**src/rtl/tdm_rx_pkg.sv**
```systemverilog
package tdm_rx_pkg;

  // Width of the channel index carried with every sample (up to 8 slots).
  parameter int CHAN_IDX_W = 3;

  // Strobes from the slot control into the sample datapath.
  typedef struct packed {
    logic                  shiftEn;   // capture serData this edge
    logic                  firstBit;  // captured bit is the first of its slot
    logic                  emit;      // captured bit completes the sample
    logic [CHAN_IDX_W-1:0] chanIdx;   // slot being captured
  } rxStrobes_t;

endpackage

```
**src/rtl/tdm_rx_ctrl.sv**
```systemverilog
module tdm_rx_ctrl
  import tdm_rx_pkg::*;
#(
  parameter int MAX_FRAME = 256,
  parameter int SAMPLE_W  = 24
) (
  input  logic       clk,
  input  logic       rstN,
  input  logic       frameSync,
  input  logic [1:0] cfgChanSel,
  input  logic       cfgHalfFrame,
  input  logic       cfgSlotSync,
  output rxStrobes_t strobes,
  output logic       framingErr
);

  localparam int CNT_W = $clog2(MAX_FRAME);
  localparam int LOG_W = $clog2(CNT_W + 1);
  localparam logic [CNT_W-1:0] SAMP_LAST = CNT_W'(SAMPLE_W - 1);

  // Sync edge detection
  logic syncPrev;
  logic syncRise;
  logic syncFall;

  // Frame position and lock
  logic             locked;
  logic [CNT_W-1:0] cnt;

  // Configuration applied to the current frame
  logic [1:0] actChanSel;
  logic       actHalf;
  logic       actSlotSync;

  // Derived frame geometry
  logic [2:0]       chanLog;
  logic [LOG_W-1:0] slotLog;
  logic [CNT_W-1:0] lastCnt;
  logic [CNT_W-1:0] slotMask;
  logic [CNT_W-1:0] capLast;
  logic [CNT_W-1:0] fallCnt;
  logic [CNT_W-1:0] bitInSlot;

  // Frame events
  logic frameEnd;
  logic unexpRise;
  logic badFall;
  logic loadCfg;

  assign syncRise = frameSync & ~syncPrev;
  assign syncFall = ~frameSync & syncPrev;

  always_comb begin
    case (actChanSel)
      2'd0:    chanLog = 3'd1;
      2'd1:    chanLog = 3'd2;
      default: chanLog = 3'd3;
    endcase
  end

  assign lastCnt   = {CNT_W{1'b1}} >> actHalf;
  assign slotMask  = lastCnt >> chanLog;
  assign slotLog   = LOG_W'(CNT_W) - LOG_W'(actHalf) - LOG_W'(chanLog);
  assign capLast   = (slotMask < SAMP_LAST) ? slotMask : SAMP_LAST;
  assign fallCnt   = actSlotSync ? slotMask : '0;
  assign bitInSlot = cnt & slotMask;

  assign frameEnd  = locked && (cnt == lastCnt);
  assign unexpRise = locked && syncRise && !frameEnd;
  assign badFall   = locked && syncFall && (cnt != fallCnt);
  assign loadCfg   = syncRise || !locked || frameEnd;

  always_ff @(posedge clk or negedge rstN) begin
    if (!rstN) begin
      syncPrev    <= 1'b0;
      locked      <= 1'b0;
      cnt         <= '0;
      actChanSel  <= 2'd0;
      actHalf     <= 1'b0;
      actSlotSync <= 1'b0;
    end else begin
      syncPrev <= frameSync;
      if (syncRise) begin
        locked <= 1'b1;
      end
      if (loadCfg) begin
        cnt         <= '0;
        actChanSel  <= cfgChanSel;
        actHalf     <= cfgHalfFrame;
        actSlotSync <= cfgSlotSync;
      end else begin
        cnt <= cnt + 1'b1;
      end
    end
  end

  always_ff @(posedge clk or negedge rstN) begin
    if (!rstN) begin
      framingErr <= 1'b0;
    end else if (unexpRise || badFall) begin
      framingErr <= 1'b1;
    end
  end

  always_comb begin
    strobes.shiftEn  = locked && !unexpRise && (bitInSlot <= capLast);
    strobes.firstBit = (bitInSlot == '0);
    strobes.emit     = strobes.shiftEn && (bitInSlot == capLast);
    strobes.chanIdx  = CHAN_IDX_W'(cnt >> slotLog);
  end

  // a rising sync edge always puts the next edge in slot 0
  assert_rise_resync_R8: assert property (@(posedge clk) disable iff (!rstN)
    syncRise |=> (strobes.chanIdx == '0));

  // the framing error never clears without reset
  assert_err_sticky_R9: assert property (@(posedge clk) disable iff (!rstN)
    framingErr |=> framingErr);

  // configuration only moves when a frame begins
  assert_cfg_hold_R10: assert property (@(posedge clk) disable iff (!rstN)
    (locked && cnt != '0) |-> ($stable(actChanSel) && $stable(actHalf) && $stable(actSlotSync)));

  // the position never runs past the selected frame length
  assert_cnt_bound_R4: assert property (@(posedge clk) disable iff (!rstN)
    locked |-> (cnt <= lastCnt));

endmodule

```
**src/rtl/tdm_rx_datapath.sv**
```systemverilog
module tdm_rx_datapath
  import tdm_rx_pkg::*;
#(
  parameter int SAMPLE_W = 24
) (
  input  logic                  clk,
  input  logic                  rstN,
  input  logic                  serData,
  input  rxStrobes_t            strobes,
  output logic [SAMPLE_W-1:0]   sampleData,
  output logic [CHAN_IDX_W-1:0] sampleChan,
  output logic                  sampleValid
);

  logic [SAMPLE_W-1:0] shReg;
  logic [SAMPLE_W-1:0] shNext;

  assign shNext = strobes.firstBit ? {{(SAMPLE_W-1){1'b0}}, serData}
                                   : {shReg[SAMPLE_W-2:0], serData};

  always_ff @(posedge clk or negedge rstN) begin
    if (!rstN) begin
      shReg <= '0;
    end else if (strobes.shiftEn) begin
      shReg <= shNext;
    end
  end

  always_ff @(posedge clk or negedge rstN) begin
    if (!rstN) begin
      sampleData  <= '0;
      sampleChan  <= '0;
      sampleValid <= 1'b0;
    end else begin
      sampleValid <= strobes.emit;
      if (strobes.emit) begin
        sampleData <= shNext;
        sampleChan <= strobes.chanIdx;
      end
    end
  end

  // the valid strobe lasts a single cycle
  assert_valid_pulse_R2: assert property (@(posedge clk) disable iff (!rstN)
    sampleValid |=> !sampleValid);

  // the word on the outputs holds between strobes
  assert_word_hold_R2: assert property (@(posedge clk) disable iff (!rstN)
    !strobes.emit |=> ($stable(sampleData) && $stable(sampleChan)));

endmodule

```
**src/rtl/tdm_frame_rx.sv**
```systemverilog
module tdm_frame_rx
  import tdm_rx_pkg::*;
#(
  parameter int MAX_FRAME = 256,
  parameter int SAMPLE_W  = 24
) (
  input  logic                  clk,
  input  logic                  rstN,
  input  logic                  frameSync,
  input  logic                  serData,
  input  logic [1:0]            cfgChanSel,
  input  logic                  cfgHalfFrame,
  input  logic                  cfgSlotSync,
  output logic [SAMPLE_W-1:0]   sampleData,
  output logic [CHAN_IDX_W-1:0] sampleChan,
  output logic                  sampleValid,
  output logic                  framingErr
);

  rxStrobes_t strobes;

  tdm_rx_ctrl #(
    .MAX_FRAME (MAX_FRAME),
    .SAMPLE_W  (SAMPLE_W)
  ) u_ctrl (
    .clk          (clk),
    .rstN         (rstN),
    .frameSync    (frameSync),
    .cfgChanSel   (cfgChanSel),
    .cfgHalfFrame (cfgHalfFrame),
    .cfgSlotSync  (cfgSlotSync),
    .strobes      (strobes),
    .framingErr   (framingErr)
  );

  tdm_rx_datapath #(
    .SAMPLE_W (SAMPLE_W)
  ) u_dp (
    .clk         (clk),
    .rstN        (rstN),
    .serData     (serData),
    .strobes     (strobes),
    .sampleData  (sampleData),
    .sampleChan  (sampleChan),
    .sampleValid (sampleValid)
  );

endmodule

```
**config.mk**
```make
export PLATFORM = sky130hd
export DESIGN_NAME = tdm_frame_rx
export DESIGN_NICKNAME = d
export VERILOG_FILES = /design/src/rtl/tdm_rx_pkg.sv /design/src/rtl/tdm_rx_ctrl.sv /design/src/rtl/tdm_rx_datapath.sv /design/src/rtl/tdm_frame_rx.sv
export SDC_FILE = /design/constraint.sdc
export NUM_CORES = 1
export LEC_CHECK = 0
export BUFFER_PORTS_ARGS = -buffer_cell sky130_fd_sc_hd__buf_4
export CAP_MARGIN = 20
export CELL_PAD_IN_SITES_DETAIL_PLACEMENT = 0
export CELL_PAD_IN_SITES_GLOBAL_PLACEMENT = 1
export CORE_MARGIN = 10
export CORE_UTILIZATION = 40
export CTS_CLUSTER_SIZE = 12
export DETAILED_ROUTE_END_ITERATION = 6
export GPL_TIMING_DRIVEN = 0
export MAX_ROUTING_LAYER = met4
export PLACE_DENSITY = 0.7
export SKIP_LAST_GASP = 1
export SYNTH_ARGS = -nofsm -noshare
export SYNTH_HDL_FRONTEND = slang
export SYNTH_HIERARCHICAL = 1
export SYNTH_SLANG_ARGS = --single-unit
```
**constraint.sdc**
```tcl
create_clock -name clk -period 7.5 [get_ports clk]
set_input_delay 1.5 -clock clk [delete_from_list [all_inputs] [get_ports clk]]
set_output_delay 1.5 -clock clk [all_outputs]
set_load 0.01 [all_outputs]
```
==> impl_metrics.toml <==
[power_and_ir_drop]
switching_power_uw = 267
p_int_uw = 685
pwr-share-comb_pct = 20.4
pwr-share-clk_pct = 34.3
max-vdd-ir-drop_mv = 0.0852
switching_share_pct = 28.0
power_density_nw_per_um2 = 246
share_seq_of_total_power_pct = 45.3
leakage_nw = 1.97

[cells_and_area]
final_common_cell = "dfrtp_1"
area_delta_synth_final_pct = 18.9
nFillCells = 726
seq_area_um2 = 1650
mostFrequentLayoutCells = "dfrtp_1, buf_4, mux2_2"
insertedDiodeCount = 0
multi_input_area_um2 = 1460
finalNetCount = 319
drive_above_1_share_pct = 39.2

[synth]
netlist_instances = 254
synth_cell_types = 43
yosys-top-cells-area = "dfrtp_1, mux2_2, mux2_4, nor2b_1, ha_1"
ys_warn_count = 6
ys_ff_latch = 66
async_flop_share_pct = 100
synth_area_um2 = 3250
synth_seq_area_share_pct = 50.8
synth_nets = 272
synthFlopType = "dfrtp_1"
synth-edff-count = 0
synth_top_area_share_pct = 50.8
synth.avg_cell_area_um2 = 12.8
synth_area_leader_cell = "dfrtp_1"

[grt]
met1_usage_pct = 14.7
globalRouteMet3Util_pct = 3.31
grt_pass1_vias = 2050
busiest_layer = "met2"
grt_pass1_wl_um = 10500
met2_usage_pct = 16.1
track_usage_pct = 11.4
antenna_found_initial = 0
globalRoute.totalOverflow = 0
grt_max_degree = 67

[timing]
finalCriticalPeriod_ns = 3.45
fmax_mhz = 290
setup_violations = 0
skew_ns = 0.00561
worst_pin_slew_ns = 0.827
maxSlewViolCount = 0
finalHoldViolations = 0
post-route-period-util_pct = 46.0
finalSetupTns_ns = 0
relSlewSlack_pct = 44.9
grt_setup_unrepaired = "false"
finalWorstSetupSlack_ns = 4.05

[clock_network]
cts_buffers = 9
cts_root_buffer = "clkbuf_8"
clk_pin_slew_worst_paths_ns = 0.07
htreeDepth = 3
post_cts_buffers = 0
clk_latency_ns = 0.34
cts_resized = 0
cts_max_path_buffers = 2
clock-sinks = 66
hold_buffers = 0
cts_tree = "yes"

[floorplan]
start_util_pct = 41.7
core_area_um2 = 7810
die_h_um = 110
die_area_um2 = 12100
die_w_um = 110
io_pins = 37
std_cell_rows = 32

[detailed_routing]
wl_per_cell_um = 14.9
first_pass_iters = 4
wl_um = 6090
dr_total_vias = 1976
drc = 0
via_per_inst = 4.84
ant_nets = 0
first_iter_violations = 88

[hold_path]
min_path_type = "reg2reg"
holdCritStartpoint = "u_dp/shReg[18]"

[critical_path]
path_max_fanout = 10
path_class = "reg2reg"
r2r-start = "u_ctrl/actChanSel[1]"
arrival_ns = 3.67
worstSetupStartpoint = "u_ctrl/actChanSel[1]"
endpoint_kind = "flip-flop"
crit_required_ns = 7.72
crit_path_start_kind = "flip-flop"

[outcome]
status = "finished clean"

[flow_run]
max-cap-violations = 0

[place]
dpl_worst_slack_ns = 4.07
detailed_place_hpwl_um = 4310
numPortBuffers = 36
place_congestion = 0.794
[per-stage QoR]
stage	std cells	instance area (um2)	hold WS [ns]	power [mW]	util (%)
CTS	408	3870	0.504	0.969	49.5
detailed placement	392	3650	0.487	0.636	46.8
floorplan	254	3250	0.473	0.573	-
global placement	392	3650	0.481	0.631	46.8
global route	408	3870	0.525	1.01	49.5
finish	408	3870	0.500	0.952	49.5
[state kept, by name, indices dropped and copies added, names as in the netlist]
signal              cells
u_ctrl/syncPrev         1
u_dp/sampleData        24
u_dp/sampleChan         3
u_ctrl/framingErr       1
u_ctrl/cnt              8
u_ctrl/actSlotSync      1
u_dp/shReg             23
u_dp/sampleValid        1
u_ctrl/locked           1
u_ctrl/actChanSel       2
u_ctrl/actHalf          1
[power groups by stage]
stage	combinational, mW	sequential, mW	clock [mW]
final	0.194	0.431	0.327
after global routing	0.221	0.440	0.354
after CTS	0.198	0.432	0.339
after detailed placement	0.197	0.439	0
after global placement	0.195	0.436	0
after floorplan	0.139	0.434	0
[cells by family after synthesis]
family / Yosys count / share of synthesized area, %
compound gates: 23 / 4.62
xor+xnor: 8 / 2.38
fa+ha+maj: 10 / 3.85
buf+inv: 24 / 4.35
flops: 66 / 50.8
mux: 55 / 21.3
simple gates: 68 / 12.8
[critical path, stage by stage (launching register included)]
cell and delay, ns:
dfrtp_1 0.44, nand2b_1 0.18, ha_1 0.22, nor4b_1 0.56, ha_1 0.37, a221o_1 0.33
a21o_1 0.15, a21oi_1 0.43, buf_4 0.29, mux2_2 0.35
[metal layers]
| metal | up-vias | wire length, um |
|---|---|---|
| li1 | 973 | - |
| met1 | 957 | 2950 |
| met2 | 34 | 2720 |
| met3 | 12 | 329 |
| met4 | 0 | 97 |
| met5 | - | 0 |
[worst paths after layout]
kind,end,slack (ns),cells after the start
max reg2reg,u_dp/shReg[4],4.05,9
max,u_dp/shReg[4],4.05,9
min,u_dp/shReg[18],0.50,1
min reg2reg,u_dp/shReg[18],0.50,1
min in group asynchronous,u_dp/sampleData[23],1.25,1
max in group asynchronous,u_ctrl/cnt[2],5.70,1
[layout make-up]
type                            instances  share of cell area, %
Timing Repair Buffer                   36                   6.99
Clock buffer                            9                   3.20
Inverter                               11                   1.07
Clock inverter                          7                   2.39
Tap cell                              102                   3.30
Multi-Input combinational cell        164                   37.8
Sequential cell                        66                   42.7
Buffer                                 13                   2.59
[synth_stat cells (3+ instances only)]
| cell type | n |
|---|---|
| mux2_4 | 20 |
| buf_6 | 4 |
| nor2b_1 | 21 |
| a211oi_1 | 5 |
| mux2_2 | 33 |
| nand2_1 | 5 |
| buf_4 | 3 |
| a21oi_1 | 3 |
| nand2b_1 | 6 |
| nor2_1 | 11 |
| nand3b_1 | 3 |
| dfrtp_1 | 66 |
| nand3_1 | 6 |
| xor2_1 | 5 |
| and2b_1 | 3 |
| inv_1 | 11 |
| ha_1 | 10 |
| o21ai_0 | 7 |
(Power assumes the default switching activity.)
